===== src/rtl/ida_pkg.sv =====
package ida_pkg;
    localparam int ID_W       = 8;
    localparam int FMT_W      = 2;
    localparam int SH_LO      = 18;
    localparam int ADDR_BIT   = 11;
    localparam int MODE_LO    = 8;
    localparam int STATUS_BIT = 12;
    localparam int LEVEL_BIT  = 14;
    localparam int TRIG_BIT   = 15;
    localparam int DEST_LO    = 24;

    localparam logic [ID_W-1:0] BCAST_ID = 8'hFF;

    localparam logic [2:0] MODE_FIXED  = 3'd0;
    localparam logic [2:0] MODE_LOWEST = 3'd1;

    localparam logic [FMT_W-1:0] FMT_FLAT    = 2'd0;
    localparam logic [FMT_W-1:0] FMT_CLUSTER = 2'd1;

    typedef enum logic [1:0] {
        SH_DEST   = 2'd0,
        SH_SELF   = 2'd1,
        SH_ALL    = 2'd2,
        SH_OTHERS = 2'd3
    } shorthand_e;
endpackage


===== src/rtl/ida_match.sv =====
module ida_match
    import ida_pkg::*;
(
    input  shorthand_e        sh,
    input  logic              logical,
    input  logic [ID_W-1:0]   dest,
    input  logic [ID_W-1:0]   phys_id,
    input  logic [ID_W-1:0]   log_id,
    input  logic [FMT_W-1:0]  fmt,
    input  logic              is_src,
    input  logic              present,
    output logic              hit
);
    localparam int NIB = ID_W / 2;

    logic flat_hit;
    logic clus_hit;
    logic log_hit;
    logic phys_hit;
    logic sel;

    always_comb begin
        flat_hit = |(log_id & dest);
        clus_hit = (log_id[ID_W-1:NIB] == dest[ID_W-1:NIB]) &&
                   (|(log_id[NIB-1:0] & dest[NIB-1:0]));
        case (fmt)
            FMT_FLAT:    log_hit = flat_hit;
            FMT_CLUSTER: log_hit = clus_hit;
            default:     log_hit = 1'b0;
        endcase
        phys_hit = (dest == BCAST_ID) || (dest == phys_id);
        case (sh)
            SH_DEST:   sel = logical ? log_hit : phys_hit;
            SH_SELF:   sel = is_src;
            SH_ALL:    sel = 1'b1;
            SH_OTHERS: sel = !is_src;
            default:   sel = 1'b0;
        endcase
        hit = sel && present;
    end
endmodule


===== src/rtl/ida_rr_pick.sv =====
module ida_rr_pick #(
    parameter int N = 4,
    localparam int SW = (N > 1) ? $clog2(N) : 1
) (
    input  logic         clk,
    input  logic         rst_n,
    input  logic         fire,
    input  logic [N-1:0] cand,
    output logic [N-1:0] grant
);
    typedef struct packed {
        logic [SW-1:0] last;
    } rr_state_t;

    localparam logic [SW-1:0] LAST_RST = SW'(N - 1);

    rr_state_t st_d, st_q;
    logic      found;

    always_comb begin
        st_d  = st_q;
        grant = '0;
        found = 1'b0;
        for (int k = 0; k < N; k++) begin
            int idx;
            idx = int'(st_q.last) + 1 + k;
            if (idx >= N) idx = idx - N;
            if (!found && cand[idx]) begin
                found      = 1'b1;
                grant[idx] = 1'b1;
                if (fire) st_d.last = SW'(idx);
            end
        end
    end

    always_ff @(posedge clk or negedge rst_n) begin
        if (!rst_n) st_q <= '{last: LAST_RST};
        else        st_q <= st_d;
    end

    p_grant_subset_r8: assert property (@(posedge clk) disable iff (!rst_n)
        fire |-> ((grant & ~cand) == '0 && $onehot0(grant)));
    p_grant_some_r8: assert property (@(posedge clk) disable iff (!rst_n)
        (fire && (cand != '0)) |-> (grant != '0));
    p_ptr_hold_r9: assert property (@(posedge clk) disable iff (!rst_n)
        (fire && (cand == '0)) |=> $stable(st_q.last));
    p_ptr_idle_r8: assert property (@(posedge clk) disable iff (!rst_n)
        !fire |=> $stable(st_q.last));
endmodule


===== src/rtl/irq_dest_arbiter.sv =====
module irq_dest_arbiter
    import ida_pkg::*;
#(
    parameter int N = 4,
    localparam int SW = (N > 1) ? $clog2(N) : 1
) (
    input  logic               clk,
    input  logic               rst_n,
    input  logic               cmd_valid,
    input  logic [31:0]        cmd_lo,
    input  logic [31:0]        cmd_hi,
    input  logic [SW-1:0]      src_sel,
    input  logic [N*ID_W-1:0]  agent_phys_id,
    input  logic [N*ID_W-1:0]  agent_log_id,
    input  logic [N*FMT_W-1:0] agent_fmt,
    input  logic [N-1:0]       agent_present,
    input  logic [N-1:0]       agent_enable,
    output logic               done,
    output logic [N-1:0]       deliver_mask,
    output logic [31:0]        cmd_echo,
    output logic [7:0]         vector,
    output logic [2:0]         dlv_mode,
    output logic               level,
    output logic               trig
);
    typedef struct packed {
        logic         done;
        logic [N-1:0] mask;
        logic [31:0]  echo;
    } out_state_t;

    shorthand_e      sh;
    logic            logical;
    logic [2:0]      mode_in;
    logic [ID_W-1:0] dest;
    logic [N-1:0]    match_w;
    logic [N-1:0]    cand_w;
    logic [N-1:0]    grant_w;
    logic            rr_fire;

    assign sh      = shorthand_e'(cmd_lo[SH_LO +: 2]);
    assign logical = cmd_lo[ADDR_BIT];
    assign mode_in = cmd_lo[MODE_LO +: 3];
    assign dest    = cmd_hi[DEST_LO +: ID_W];

    for (genvar a = 0; a < N; a++) begin : g_agent
        ida_match u_match (
            .sh      (sh),
            .logical (logical),
            .dest    (dest),
            .phys_id (agent_phys_id[a*ID_W +: ID_W]),
            .log_id  (agent_log_id[a*ID_W +: ID_W]),
            .fmt     (agent_fmt[a*FMT_W +: FMT_W]),
            .is_src  (src_sel == SW'(a)),
            .present (agent_present[a]),
            .hit     (match_w[a])
        );
    end

    assign cand_w  = match_w & agent_enable;
    assign rr_fire = cmd_valid && (mode_in == MODE_LOWEST);

    ida_rr_pick #(.N(N)) u_pick (
        .clk   (clk),
        .rst_n (rst_n),
        .fire  (rr_fire),
        .cand  (cand_w),
        .grant (grant_w)
    );

    out_state_t st_d, st_q;

    always_comb begin
        st_d      = st_q;
        st_d.done = 1'b0;
        if (cmd_valid) begin
            st_d.done = 1'b1;
            case (mode_in)
                MODE_FIXED:  st_d.mask = cand_w;
                MODE_LOWEST: st_d.mask = grant_w;
                default:     st_d.mask = match_w;
            endcase
            st_d.echo             = cmd_lo;
            st_d.echo[STATUS_BIT] = 1'b0;
        end
    end

    always_ff @(posedge clk or negedge rst_n) begin
        if (!rst_n) st_q <= '0;
        else        st_q <= st_d;
    end

    assign done         = st_q.done;
    assign deliver_mask = st_q.mask;
    assign cmd_echo     = st_q.echo;
    assign vector       = st_q.echo[7:0];
    assign dlv_mode     = st_q.echo[MODE_LO +: 3];
    assign level        = st_q.echo[LEVEL_BIT];
    assign trig         = st_q.echo[TRIG_BIT];

    p_done_pulse_r2: assert property (@(posedge clk) disable iff (!rst_n)
        done |-> $past(cmd_valid));
    p_mask_hold_r2: assert property (@(posedge clk) disable iff (!rst_n)
        !cmd_valid |=> $stable(deliver_mask));
    p_bcast_r4: assert property (@(posedge clk) disable iff (!rst_n)
        (cmd_valid && sh == SH_DEST && !logical && dest == BCAST_ID)
            |-> (match_w == agent_present));
    p_all_r3: assert property (@(posedge clk) disable iff (!rst_n)
        (cmd_valid && sh == SH_ALL) |-> (match_w == agent_present));
    p_lowest_one_r8: assert property (@(posedge clk) disable iff (!rst_n)
        (done && dlv_mode == MODE_LOWEST) |-> $onehot0(deliver_mask));
    p_fixed_enabled_r7: assert property (@(posedge clk) disable iff (!rst_n)
        (cmd_valid && mode_in == MODE_FIXED) |=> ((deliver_mask & ~$past(agent_enable)) == '0));
    p_echo_r11: assert property (@(posedge clk) disable iff (!rst_n)
        done |-> (!cmd_echo[STATUS_BIT] && vector == $past(cmd_lo[7:0])));
endmodule


===== config.mk =====
export PLATFORM = sky130hd
export DESIGN_NAME = irq_dest_arbiter
export DESIGN_NICKNAME = d
export VERILOG_FILES = /design/src/rtl/ida_pkg.sv /design/src/rtl/ida_match.sv /design/src/rtl/ida_rr_pick.sv /design/src/rtl/irq_dest_arbiter.sv
export SDC_FILE = /design/constraint.sdc
export NUM_CORES = 1
export LEC_CHECK = 0
export ABC_AREA = 1
export BUFFER_PORTS_ARGS = -buffer_cell sky130_fd_sc_hd__buf_2
export CAP_MARGIN = 10
export CORE_MARGIN = 2
export CORE_UTILIZATION = 30
export DETAILED_ROUTE_END_ITERATION = 10
export GPL_ROUTABILITY_DRIVEN = 0
export HOLD_SLACK_MARGIN = 0.02
export PLACE_DENSITY = 0.67
export SLEW_MARGIN = 20
export SYNTH_ARGS = -nofsm -noshare
export SYNTH_HDL_FRONTEND = slang
export SYNTH_SLANG_ARGS = --single-unit

===== constraint.sdc =====
create_clock -name clk -period 5.08 [get_ports clk]
set_clock_uncertainty 0.1 [all_clocks]
set_input_delay 0.254 -clock clk [delete_from_list [all_inputs] [get_ports clk]]
set_output_delay 0.254 -clock clk [all_outputs]
set_load 0.01 [all_outputs]

==> out/metrics.cfg, run 1 <==
[logic_synthesis]
synthFlopType=dfrtp_1
ys_warn_count=0
synth_edf_count=0
syn_nets=634
synth.top_cell.area_share=0.261
avgSynthCellArea_um2=7.47
ys_ff_latch=38
ys_types=31
ys_async_sr_fraction=1.00
seq_area_frac_synth=0.276
ys_top_cells_by_area=dfrtp_1, nand2_1, mux2_2, ha_1, xnor2_1
syn_inst=462
syn_area_um2=3450
synth_top_cell_by_area=dfrtp_1

[route]
drtIter0Drc=153
wl_per_cell_um=12.1
viasPerCell=4.38
firstDrtPassIters=4
dr_total_vias=3326
postRouteAntennaNets=0
wl_um=9180
drc_errors=0

[clocking]
ctsResizeCount=0
tritoncts=built
numCtsBuffers=5
htree_levels=2
cts_sinks=38
holdBufCountCts=1
cts-root-buf=clkbuf_16
cts.clk_slew.worst_paths_ns=0.06
clock_latency_ns=0.28
cts_setup_buffers=0
clockBufferDepth=2

[grt]
antenna_found_initial=0
grt_max_degree=43
overflow=0
grt_pass1_wl_um=15200
grt_use_total=0.150
grt_pass1_vias=3185

[pwr]
power_w=0.00126
p_per_area_nw_per_um2=282
peakVddDrop_mv=0.289
p_leak_nw=2.43

[critical_path]
cp_slowest_cell=dfstp_2
path_class=reg2reg
cp.arrival_ns=2.54
worstPathMaxFanout=9
crit_buf_inv=2
crit_path_cell_trace=inv_1, ha_1, inv_1, nand2_1, nand2_2, nor2_4, nand3_1, nand3_1, nand2_1, a21oi_2
cp_top_family=simple AND/OR/NAND/NOR gates
crit_required_ns=5.19
startpoint_type=flop
slowest_delay_ns=0.66
critPathCaptureType=flop

[sta]
rsz0062_at_grt=false
fin_worst_hold_slack_ns=0.102
hold_viol_final=0
relSlewSlack=0.424
fin_crit_sh=0.479
worstMarginPinSlew_ns=0.864
maxSlewViolCount=0
finalSetupViolCount=0
max_freq_ghz=0.411
fin_crit_ns=2.43
tns_ns=0

[die]
rows=39
num_io_pins=199
die_y_um=111
coreArea_um2=11300
die-area_um2=12400
dieWidth_um=111
start_util=0.305

[layout]
instances_no_fill=759
final_common_cell=buf_2
drive_above_1_share=0.404
antennaDiodeCount=0
area_delta_synth_final_pct=29.3
final_cell_mix=buf_2, nand2_1, inv_1
fin_area_um2=4470
nNetsFinal=787

[place]
dp_hpwl_um=7540
portBuffers=172
dp_cells=750
dpl-instance-area_um2=4300

[status]
status=finished clean

[min_path]
min_path_type=in2reg

[run]
drv_cap=0

## kinds of logic (layout without fill, tap and decap cells)
group,count (synthesis),in the layout,synth area share
buf+inv,80,234,0.112
compound gates,27,27,0.0467
simple gates,239,239,0.322
fa+ha+maj,23,23,0.0833
flops,38,38,0.276
other cells,1,1,0.00109
xor+xnor,25,25,0.0634
mux,29,29,0.0946
## flip-flops by register name, summed over array words and instances, names as in the netlist
name / cells
done: 1
u_pick.st_q: 2
deliver_mask: 4
cmd_echo: 31
## final cells by class
class | count | area, um2
clock buffers | 6 | 139
well taps | 143 | 179
flip-flops and latches | 38 | 953
clock inverters | 2 | 12.5
multi-input cells | 344 | 2110
repair buffers | 173 | 871
fillers | 1181 | 6860
inverters | 53 | 199
## per-layer routing
| metal | GRT usage | vias up | part of all wire |
|---|---|---|---|
| met5 | 0 | - | 0 |
| li1 | - | 1756 | - |
| met1 | 0.197 | 1474 | 0.46 |
| met4 | 0.0379 | 0 | 0.014 |
| met2 | 0.253 | 83 | 0.48 |
| met3 | 0.0273 | 13 | 0.049 |
## Yosys cell counts, types with 5 or more instances
master and count:
mux2_2 29, buf_4 14, o21ai_0 10, inv_1 50, ha_1 23, nor2_1 48, a21oi_1 7, nand4_1 6
dfrtp_1 36, nand2_2 18, nand2_1 113, a21oi_2 5, xnor2_1 24, nand3_1 38, nand2_4 5
## worst reg2reg max path: stages (launching register included)
cell and delay, ns:
dfstp_2 0.66, inv_1 0.22, ha_1 0.46, inv_1 0.14
nand2_1 0.10, nand2_2 0.14, nor2_4 0.17, nand3_1 0.09
nand3_1 0.10, nand2_1 0.07, a21oi_2 0.12
## through the flow
stage               setup WS [ns]   util
floorplan                    3.00      -
global placement             2.63  0.380
detailed placement           2.60  0.380
CTS                          2.65  0.394
global route                 2.46  0.394
finish                       2.65  0.394
## path summary, 6_finish.rpt
check                                                start                     endpoint  slack (ns)  cells past startpoint
worst min register to register    cmd_echo[11]$_DFFE_PN0P_     cmd_echo[11]$_DFFE_PN0P_        0.40                      1
max in group asynchronous                            rst_n     cmd_echo[11]$_DFFE_PN0P_        3.80                      2
min in group asynchronous                            rst_n     cmd_echo[24]$_DFFE_PN0P_        0.53                      2
worst min-delay path                            cmd_lo[17]     cmd_echo[17]$_DFFE_PN0P_        0.10                      2
worst max register to register  u_pick.st_q[0]$_DFFE_PN1P_  deliver_mask[0]$_DFFE_PN0P_        2.65                     10
worst max-delay path            u_pick.st_q[0]$_DFFE_PN1P_  deliver_mask[0]$_DFFE_PN0P_        2.65                     10
## power breakdown
part	internal (W)	leakage [nW]	switching, W	total [W]
sequential	0.000346	0.442	0.0000334	0.000379
clock	0.000194	0.0729	0.000122	0.000316
combinational	0.000222	1.92	0.000343	0.000565
No activity file was read; power rests on OpenSTA's default activity.
==> inputs of run 2 (changes only) <==
clock period = 2.43 ns   (was 5.08 ns; I/O delays follow)
==> out/metrics.cfg, run 2 (synthesis gave the netlist of run 1 again) <==
[status]
status=finished clean

[critical_path]
r2r_cells=10  ; unchanged
path_class=reg2reg
crit_required_ns=2.54  ; -2.65 ns
startpoint_type=flop
worstPathMaxFanout=6  ; -3
critPathCaptureType=flop
cp.arrival_ns=2.25  ; -0.29 ns

[layout]
fin_area_um2=4790  ; +7.3%
antennaDiodeCount=0  ; unchanged
multi_input_area_um2=2110  ; unchanged
drive_above_1_share=0.391  ; -0.0135
largest_reg_flops=31  ; unchanged
register_area_um2=953  ; unchanged
final_cell_mix=buf_2, nand2_1, inv_1
area_delta_synth_final_pct=38.8
nNetsFinal=821  ; +4.3%
fillers=1140  ; -3.5%
final_common_cell=buf_2
instances_no_fill=793  ; +4.5%

[grt]
grt_max_degree=42  ; -2.3%
grt_pass1_wl_um=16400  ; +8.1%
grt_use_total=0.161  ; +0.0118
grt_pass1_vias=3433  ; +7.8%
overflow=0  ; unchanged
antenna_found_initial=0  ; unchanged

[pwr]
pwr-share-clk=0.243  ; -0.008
power.internal_w=0.00167  ; +120%
p_leak_nw=2.58  ; +5.9%
sw_frac_of_total=0.389  ; -0.00611
p_switching_w=0.00106  ; +110%
peakVddDrop_mv=0.511  ; +77%
seq_power_share=0.281  ; -0.020
p_comb_frac=0.476  ; +0.028
p_per_area_nw_per_um2=570  ; +100%

[route]
firstDrtPassIters=4  ; unchanged
postRouteAntennaNets=0  ; unchanged
wl_um=9940  ; +8.3%
viasPerCell=4.39  ; +0.29%
drtIter0Drc=163  ; +6.5%
dr_total_vias=3485  ; +4.8%
drc_errors=0  ; unchanged
wl_per_cell_um=12.5  ; +3.7%

[run]
drv_cap=0  ; unchanged

[clocking]
clock_latency_ns=0.28  ; about the same
cts.clk_slew.worst_paths_ns=0.06  ; about the same
numCtsBuffers=5  ; unchanged
cts_sinks=38  ; unchanged
ctsResizeCount=0  ; unchanged
clockBufferDepth=2  ; unchanged
cts-root-buf=clkbuf_16
htree_levels=2  ; unchanged
tritoncts=built

[die]
rows=39  ; unchanged
die-area_um2=12400  ; unchanged
dieWidth_um=111  ; unchanged
die_y_um=111  ; unchanged
start_util=0.305  ; unchanged
coreArea_um2=11300  ; unchanged
num_io_pins=199  ; unchanged

[min_path]
min_path_type=in2reg
min_path_cells=2  ; unchanged

[place]
dp_cells=755  ; +0.67%
dp_hpwl_um=7650  ; +1.4%
dpl-instance-area_um2=4340  ; +0.87%
portBuffers=172  ; unchanged

[sta]
fin_crit_sh=0.881  ; +0.402
tns_ns=0  ; unchanged
max_freq_ghz=0.467  ; +14%
worstMarginPinSlew_ns=0.861  ; -0.00351 ns
relSlewSlack=0.426  ; +0.00234
maxSlewViolCount=0  ; unchanged
fin_worst_hold_slack_ns=0.0573  ; -0.0444 ns
finalSetupViolCount=0  ; unchanged
rsz0062_at_grt=false
hold_viol_final=0  ; unchanged
fin_crit_ns=2.14  ; -0.291 ns

run 2: changes by cell type in the layout (fill, tap and decap cells not counted), sizes merged:
cell	delta
buf	+5
dlygate4sd3	+29
run 2: final timing paths:
kind | start | end | slack [ns]
hold reg to reg | cmd_echo[17]$_DFFE_PN0P_ | cmd_echo[17]$_DFFE_PN0P_ | 0.40
hold / removal | cmd_lo[18] | cmd_echo[18]$_DFFE_PN0P_ | 0.06
max in group asynchronous | rst_n | cmd_echo[7]$_DFFE_PN0P_ | 1.27
setup reg to reg | u_pick.st_q[1]$_DFF_PN1_ | deliver_mask[1]$_DFFE_PN0P_ | 0.29
min in group asynchronous | rst_n | cmd_echo[17]$_DFFE_PN0P_ | 0.41
setup / recovery | u_pick.st_q[1]$_DFF_PN1_ | deliver_mask[1]$_DFFE_PN0P_ | 0.29
run 2: routing by layer:
layer | wire length (um) | track usage | up-vias
li1 | - | - | 1819
met4 | 242 | 0.0453 | 0
met3 | 533 | 0.0361 | 22
met2 | 4920 | 0.282 | 100
met1 | 4250 | 0.200 | 1544
met5 | 0 | 0 | -
run 2: per-stage QoR:
stage | setup slack [ns] | utilization | total power (W)
5_1_grt | 0.111 | 0.423 | 0.00294
6_report | 0.288 | 0.423 | 0.00273
2_1_floorplan | 0.354 | - | 0.00164
3_5_place_dp | 0.0883 | 0.384 | 0.00203
3_3_place_gp | 0.137 | 0.384 | 0.00202
4_1_cts | 0.288 | 0.423 | 0.00274
run 2: layout make-up:
| class | count | share of cell area |
|---|---|---|
| timing repair buffer | 207 | 0.250 |
| tap | 143 | 0.0373 |
| clock inverter | 2 | 0.00261 |
| sequential | 38 | 0.199 |
| clock buffer | 6 | 0.0290 |
| inverter | 53 | 0.0415 |
| multi-input combinational | 344 | 0.441 |
run 2: what timing repair did:
action	CTS	global route
endpoints found under the hold margin	64	0
setup buffers	0	0
hold buffers	30	0
run 2: power by group through the flow:
stage,logic [W],registers [W],clock network [W]
after CTS,0.00130,0.000768,0.000673
after detailed placement,0.00126,0.000779,0
after global routing,0.00145,0.000781,0.000710
after global placement,0.00125,0.000776,0
final,0.00130,0.000768,0.000664
after floorplan,0.000814,0.000824,0
run 2: worst max-delay path, cell delays in order (launching register included):
cell and delay, ns:
dfstp_2 0.56, inv_1 0.12, ha_1 0.38, inv_1 0.12
nand2_1 0.10, nand2_2 0.14, nor2_4 0.18, nand3_1 0.09
nand3_1 0.10, nand2_1 0.06, a21oi_2 0.12
==> inputs of run 3 (changes only) <==
==> constraint.sdc (replaced) <==
create_clock -name clk -period 2.43 [get_ports clk]
set_clock_uncertainty 0.1 [all_clocks]
set_input_delay 0.3645 -clock clk [delete_from_list [all_inputs] [get_ports clk]]
set_output_delay 0.3645 -clock clk [all_outputs]
set_load 0.01 [all_outputs]
==> out/metrics.cfg, run 3 (synthesis gave the netlist of run 1 again) <==
[layout]
largest_reg_flops=31  ; unchanged
fin_area_um2=4580  ; -4.5%
final_common_cell=buf_2
instances_no_fill=768  ; -3.2%
register_area_um2=953  ; unchanged
area_delta_synth_final_pct=32.6
final_util=0.404  ; -0.0190
fillers=1201  ; +5.4%
multi_input_area_um2=2120  ; +0.24%
antennaDiodeCount=0  ; unchanged
nNetsFinal=796  ; -3.0%
final_cell_mix=buf_2, nand2_1, inv_1
drive_above_1_share=0.414  ; +0.0236

[sta]
hold_viol_final=0  ; unchanged
fin_crit_ns=2.21  ; +0.0715 ns
rsz0062_at_grt=false
finalSetupViolCount=0  ; unchanged
relSlewSlack=0.431  ; +0.00496
worstMarginPinSlew_ns=0.853  ; -0.00743 ns
max_freq_ghz=0.452  ; -3.2%
maxSlewViolCount=0  ; unchanged
tns_ns=0  ; unchanged
fin_crit_sh=0.911  ; +0.0294

[place]
dp_cells=760  ; +0.66%
portBuffers=172  ; unchanged
dpl-instance-area_um2=4380  ; +0.86%
dp_hpwl_um=7790  ; +1.9%

[critical_path]
slowest_delay_ns=0.28  ; -0.28 ns
critical_path_cell_count=17  ; +7
cp_slowest_cell=ha_1
path_class=in2reg
crit_path_cell_trace=buf_2, ha_1, nor2_1, and2_0, nand3_1, nand3_1, nand2_1, nand2_1, nand4_2, nand2_1, nand2_1, nand2_4, nor2_4, nand3_1, nand3_1, nand2_1, a21oi_2
crit_buf_inv=1  ; -1
cpMostUsedCell=nand2_1
r2r_cells=10  ; unchanged
critical_path.startpoint=cmd_hi[31]
ff2ff_setup_slack_ns=0.25  ; -0.04 ns
r2r-start=u_pick.st_q[1]$_DFF_PN1_
crit_end=deliver_mask[3]$_DFFE_PN0P_
cp.arrival_ns=2.33  ; +0.08 ns
worstPathMaxFanout=6  ; unchanged
crit_required_ns=2.54  ; about the same
critPathCaptureType=flop
startpoint_type=primary input
cp_top_family=simple AND/OR/NAND/NOR gates
reg2reg_to=deliver_mask[3]$_DFFE_PN0P_

[route]
wl_met3_um=478  ; -10%
routed.top_layer=met4
postRouteAntennaNets=0  ; unchanged
drtIter0Drc=128  ; -21%
wl_met1_um=4200  ; -1.2%
drc_errors=0  ; unchanged
wl_um=9480  ; -4.6%
wl_per_cell_um=12.3  ; -1.5%
wl_met2_um=4670  ; -5.0%
viasPerCell=4.34  ; -1.2%
dr_total_vias=3335  ; -4.3%
firstDrtPassIters=4  ; unchanged

[die]
die-area_um2=12400  ; unchanged
num_io_pins=199  ; unchanged
dieWidth_um=111  ; unchanged
die_y_um=111  ; unchanged
rows=39  ; unchanged
coreArea_um2=11300  ; unchanged
start_util=0.305  ; unchanged

[pwr]
p_comb_frac=0.437  ; -0.039
power_w=0.00288  ; +5.4%
power.internal_w=0.00182  ; +8.9%
p_per_area_nw_per_um2=628  ; +10%
seq_power_share=0.267  ; -0.014
p_leak_nw=2.50  ; -3.0%
peakVddDrop_mv=0.405  ; -21%
pwr-share-clk=0.296  ; +0.053
p_switching_w=0.00106  ; -0.25%
sw_frac_of_total=0.368  ; -0.0207

[clocking]
holdBufCountCts=0  ; -100%
clock_latency_ns=0.28  ; about the same
tritoncts=built
cts_sinks=38  ; unchanged
cts_setup_buffers=0  ; unchanged
numCtsBuffers=5  ; unchanged
htree_levels=2  ; unchanged
cts-root-buf=clkbuf_16
clockBufferDepth=2  ; unchanged
cts.clk_slew.worst_paths_ns=0.06  ; about the same

[grt]
grt_max_degree=42  ; unchanged
antenna_found_initial=0  ; unchanged
overflow=0  ; unchanged
grt_pass1_wl_um=15600  ; -5.2%
grt_pass1_vias=3232  ; -5.9%
grt_use_total=0.155  ; -0.00682

[min_path]
min_path_type=in2async

[status]
status=finished clean

[run]
drv_cap=0  ; unchanged

[run 3: worst min-delay path by stage]
stage	end	slack (ns)	from	cells past startpoint
after global placement	cmd_echo[23]$_DFFE_PN0P_	0.38	cmd_echo[23]$_DFFE_PN0P_	1
final	cmd_echo[24]$_DFFE_PN0P_	0.08	rst_n	1
after CTS	cmd_echo[15]$_DFFE_PN0P_	0.12	rst_n	1
after detailed placement	cmd_echo[29]$_DFFE_PN0P_	0.39	cmd_echo[29]$_DFFE_PN0P_	1
after floorplan	cmd_echo[0]$_DFFE_PN0P_	-0.03	rst_n	0
after global routing	cmd_echo[24]$_DFFE_PN0P_	0.15	rst_n	1
[run 3: per-layer routing]
| layer | GRT usage | up-vias |
|---|---|---|
| li1 | - | 1770 |
| met1 | 0.200 | 1473 |
| met2 | 0.261 | 81 |
| met3 | 0.0312 | 11 |
| met4 | 0.0453 | 0 |
| met5 | 0 | - |
[run 3: timing repair]
item                                    4_1_cts  5_1_grt
endpoints found under the setup margin        0        2
hold endpoints to repair                      0        0
gates resized for setup                       0        1
[run 3: metrics by stage]
step / hold WS, ns / setup slack [ns]
floorplan: -0.0311 / 0.354
global placement: 0.384 / -0.0326
detailed placement: 0.392 / -0.0681
CTS: 0.116 / 0.193
global route: 0.146 / 0.00826
finish: 0.0843 / 0.217
[run 3: power by group through the flow]
stage                     clock (W)  sequential, W  combinational (W)
after floorplan                   0       0.000824           0.000814
after global placement            0       0.000776            0.00124
after detailed placement          0       0.000780            0.00125
after CTS                  0.000872       0.000770            0.00126
after global routing       0.000902       0.000781            0.00141
final                      0.000850       0.000769            0.00126
[run 3: worst reg2reg max path, stage by stage (launching register included)]
cell and delay (ns):
dfstp_2 0.56, inv_1 0.11, ha_1 0.39, inv_1 0.13, nand2_1 0.12, nand2_4 0.10
nor2_4 0.19, nand3_1 0.11, nand3_1 0.09, nand2_1 0.08, a21oi_2 0.13
[run 3: area by class of cell]
class | instances | share of cell area
multi-input combinational | 344 | 0.462
inverter | 53 | 0.0435
timing repair buffer | 182 | 0.204
clock buffer | 5 | 0.0273
tap | 143 | 0.0391
sequential | 38 | 0.208
clock inverter | 3 | 0.0150
